### config.mk
export PLATFORM = sky130hd
export DESIGN_NAME = memcyc_seq
export DESIGN_NICKNAME = d
export VERILOG_FILES = /design/src/rtl/memcyc_seq.sv
export SDC_FILE = /design/constraint.sdc
export NUM_CORES = 1
export LEC_CHECK = 0
export ABC_AREA = 1
export BUFFER_PORTS_ARGS = -buffer_cell sky130_fd_sc_hd__buf_2
export CORE_MARGIN = 2
export CORE_UTILIZATION = 25
export DETAILED_ROUTE_END_ITERATION = 12
export GPL_TIMING_DRIVEN = 0
export PLACE_DENSITY = 0.5
export SYNTH_ARGS = -nofsm -noshare
export SYNTH_HDL_FRONTEND = slang
export SYNTH_SLANG_ARGS = --single-unit
### constraint.sdc
create_clock -name clk -period 1.2 [get_ports clk]
set_input_delay 0.3 -clock clk [delete_from_list [all_inputs] [get_ports clk]]
set_output_delay 0.3 -clock clk [all_outputs]
set_load 0.005 [all_outputs]
### src/rtl/memcyc_seq.sv
module memcyc_seq (
  input  logic clk,
  input  logic rst_n,
  input  logic mreq_n,
  input  logic rd_n,
  input  logic iorq_n,
  output logic phi_o,
  output logic crtc_clk_o,
  output logic addr_sel_n_o,
  output logic col_sel_o,
  output logic ras_n_o,
  output logic cas_n_o,
  output logic we_n_o,
  output logic bus_bridge_n_o,
  output logic ready_n_o
);

  localparam int StepW = 4;

  logic [StepW-1:0] step_q;
  logic [StepW-1:0] step_d;
  logic             cpu_win;
  logic [StepW-2:0] sub;
  logic             mid_win;

  assign step_d  = step_q + 1'b1;
  assign cpu_win = step_d[StepW-1];
  assign sub     = step_d[StepW-2:0];
  assign mid_win = (sub >= 3'd3) && (sub <= 3'd5);

  always_ff @(posedge clk) begin
    if (!rst_n) begin
      step_q         <= '0;
      phi_o          <= 1'b1;
      crtc_clk_o     <= 1'b1;
      addr_sel_n_o   <= 1'b1;
      col_sel_o      <= 1'b1;
      ras_n_o        <= 1'b1;
      cas_n_o        <= 1'b1;
      we_n_o         <= 1'b1;
      bus_bridge_n_o <= 1'b1;
      ready_n_o      <= 1'b1;
    end else begin
      step_q         <= step_d;
      phi_o          <= step_d[1];
      crtc_clk_o     <= cpu_win;
      addr_sel_n_o   <= ~cpu_win;
      col_sel_o      <= (sub >= 3'd2);
      ras_n_o        <= ~((sub >= 3'd1) && (sub <= 3'd5));
      cas_n_o        <= ~(mid_win && (!cpu_win || !mreq_n));
      we_n_o         <= ~(mid_win && cpu_win && !mreq_n && rd_n);
      bus_bridge_n_o <= ~(cpu_win && (sub >= 3'd1) && (sub <= 3'd6) && !iorq_n);
      ready_n_o      <= ~(cpu_win && (sub >= 3'd4));
    end
  end


  step_wrap_chk: assert property (@(posedge clk) disable iff (!rst_n)
    (step_q == 4'd15) |=> (step_q == 4'd0));


  we_in_cpu_win_chk: assert property (@(posedge clk) disable iff (!rst_n)
    !we_n_o |-> (!cas_n_o && crtc_clk_o && !ras_n_o));


  bridge_in_cpu_win_chk: assert property (@(posedge clk) disable iff (!rst_n)
    !bus_bridge_n_o |-> (crtc_clk_o && !addr_sel_n_o));


  ras_on_row_chk: assert property (@(posedge clk) disable iff (!rst_n)
    $fell(ras_n_o) |-> !col_sel_o);


  ready_in_cpu_win_chk: assert property (@(posedge clk) disable iff (!rst_n)
    !ready_n_o |-> !addr_sel_n_o);


  cas_under_ras_chk: assert property (@(posedge clk) disable iff (!rst_n)
    !cas_n_o |-> (!ras_n_o && col_sel_o));

endmodule

==> results.py <==
metrics = {
    "synth": {
        "yosysSeqAreaShare_pct": 51.1,
        "synth_area_sq_um": 509,
        "ys_types": 11,
        "ys_seq_elements": 13,
        "synth_cells": 63,
        "syn_avg_cell_area_sq_um": 8.08,
        "syn_nets": 72,
        "yosys_warnings": 0,
    },
    "placed_design": {
        "globalplace.congestion": 0.710,
        "place_ws_ns": -0.126,
        "dpl.cell_count": 103,
        "dpl.hpwl_um": 657,
        "numPortBuffers": 13,
    },
    "drt": {
        "wl_per_cell_um": 9.03,
        "vias": 463,
        "routed_via_density": 3.99,
        "first_iter_violations": 8,
        "routed_wl_um": 1050,
        "drt-pass1-iter-count": 4,
        "drc": 0,
        "antenna_left": 0,
    },
    "cts": {
        "numCtsBuffers": 3,
        "clock-sinks": 13,
        "cts_buffer_depth": 2,
        "htree_levels": 1,
        "clk_pin_slew_ns": 0.08,
        "cts_tree": "yes",
        "hold_buffers": 0,
        "root_buffer": "clkbuf_4",
        "clk_latency_ns": 0.27,
    },
    "critical_path": {
        "rrSetupSlack_ns": 0.006,
        "path_max_fanout": 4,
        "worst_setup_path_start_kind": "register",
        "crit_path_end_kind": "register",
        "r2r-start": "step_q[0]",
        "arrival_ns": 1.35,
        "r2r_cells": 8,
        "reg2reg_to": "cas_n_o",
        "path_class": "register to register",
        "required_ns": 1.36,
    },
    "timing": {
        "worst_slack_ns": 0.00647,
        "period_minus_slack_ns": 1.19,
        "relSlewSlack_pct": 85.6,
        "hold_violations": 0,
        "worst_pin_slew_ns": 0.215,
        "max_freq_mhz": 838,
        "setup_viol": 0,
        "min_period_over_period_pct": 99.5,
        "fin_worst_skew_ns": 0.00669,
        "rsz0062_at_grt": "yes",
        "slew_viol_final": 0,
    },
    "global_route": {
        "grt_pass1_vias": 351,
        "grt_pass1_wl_um": 1560,
        "grt_overflow_total": 0,
        "antenna_found_initial": 0,
        "grtUsageTotal_pct": 8.79,
        "grt_max_degree": 8,
    },
    "final_layout": {
        "drive_gt1_share_pct": 43.8,
        "nets": 99,
        "largest_reg_flops": 4,
        "syn2layout_area_growth_pct": 44.2,
        "multiInputGateArea_sq_um": 228,
        "register_area_sq_um": 268,
        "layout_commonest_cell": "buf_2",
        "fillCellCount": 225,
        "instances_no_fill": 116,
        "largest_register": "step_q",
        "diodes": 0,
        "layout_common_cells": "buf_2, nand2_1, dfxtp_1",
    },
    "run": {
        "drv_cap": 0,
    },
    "power_and_ir_drop": {
        "p_int_mw": 0.684,
        "clock_power_share_pct": 29.0,
        "swShare_pct": 26.3,
        "power.density_nw_per_um2": 1260,
        "max-vdd-ir-drop_mv": 0.628,
        "comb_power_share_pct": 19.9,
        "seqPwrFrac_pct": 51.1,
        "p_leak_nw": 0.346,
        "p_switching_mw": 0.244,
    },
    "floorplanning": {
        "die-height_um": 49.1,
        "dieWidth_um": 49.1,
        "core_sq_um": 1940,
        "design.die.area_sq_um": 2410,
        "rows": 16,
        "ioPinCount": 14,
        "initial_utilization_pct": 26.2,
    },
    "min_path": {
        "hold_path_end": "bus_bridge_n_o",
        "hp-class": "input port to register",
        "hold-path-cell-count": 3,
        "hp-start": "iorq_n",
    },
    "status": {
        "status": "complete, no violations",
    },
}
==> layout make-up <==
class,count,share of cell area [%]
repair buffers,22,18.1
clock buffers,4,3.58
inverters,11,6.30
well taps,27,4.60
flip-flops and latches,13,36.5
multi-input cells,39,31.0
==> critical path: stages, from the launching register on <==
cell and delay (ns):
dfxtp_4 0.38, inv_4 0.05, ha_4 0.25, inv_2 0.06
nand2_2 0.05, nand2_1 0.05, nor2_1 0.05, nor2_2 0.11
nand3_1 0.08
==> worst max-delay path by stage <==
| stage | start | endpoint | slack [ns] | depth (start not counted) |
|---|---|---|---|---|
| global placement | step_q[1] | bus_bridge_n_o | -0.12 | 9 |
| CTS | step_q[1] | cas_n_o | -0.005 | 8 |
| detailed placement | step_q[1] | bus_bridge_n_o | -0.13 | 9 |
| floorplan | step_q[0] | we_n_o | 0.001 | 8 |
| global route | step_q[0] | ras_n_o | -0.06 | 8 |
| finish | step_q[0] | cas_n_o | 0.006 | 8 |
==> timing repair <==
action / in CTS / in global routing
pin swaps: 3 / 7
endpoints found under the setup margin: 4 / 4
gates resized for setup: 8 / 3
setup buffers: 5 / 4
==> power groups by stage <==
stage,logic [mW],clock network [mW],registers [mW]
after floorplan,0.0785,0,0.486
after global placement,0.122,0,0.484
after detailed placement,0.123,0,0.485
after CTS,0.159,0.284,0.473
after global routing,0.204,0.298,0.477
final,0.185,0.269,0.474
==> cells by family (layout without fill, tap and decap cells) <==
logic type               count (synthesis)  after routing  synth area share (%)
flip-flops                              13             13                  51.1
AND/OR/NAND/NOR                         35             35                  31.0
buffers and inverters                   11             37                  8.11
adder cells (fa/ha/maj)                  4              4                  9.83
==> Yosys cell counts <==
| cell | n | area [sq um] |
|---|---|---|
| nand2_1 | 14 | 52.6 |
| dfxtp_1 | 13 | 260 |
| inv_1 | 11 | 41.3 |
| nor2_1 | 8 | 30.0 |
| nand3_1 | 5 | 25.0 |
| ha_1 | 4 | 50.1 |
| nand2_2 | 3 | 18.8 |
| nor2_2 | 2 | 12.5 |
| nand3b_1 | 1 | 7.51 |
| nand4_1 | 1 | 6.26 |
| nor3_1 | 1 | 5.00 |
==> through the flow <==
stage | setup TNS, ns | util, % | cell area (sq um) | hold WS, ns | total power [mW]
3_5_place_dp | -0.444 | 32.0 | 622 | 0.482 | 0.608
4_1_cts | -0.00531 | 35.9 | 697 | 0.197 | 0.915
3_3_place_gp | -0.410 | 32.0 | 622 | 0.472 | 0.606
6_report | 0 | 37.8 | 734 | 0.198 | 0.928
2_1_floorplan | 0 | - | 523 | 0.369 | 0.564
5_1_grt | -0.245 | 37.8 | 734 | 0.201 | 0.979
==> per-layer routing <==
layer	wire, um	vias to the layer above	track usage (%)
met5	0	-	0
met4	0	0	1.43
met3	79	0	5.83
met2	523	11	13.7
met1	444	209	10.1
li1	-	243	-
(Power assumes the default switching activity.)
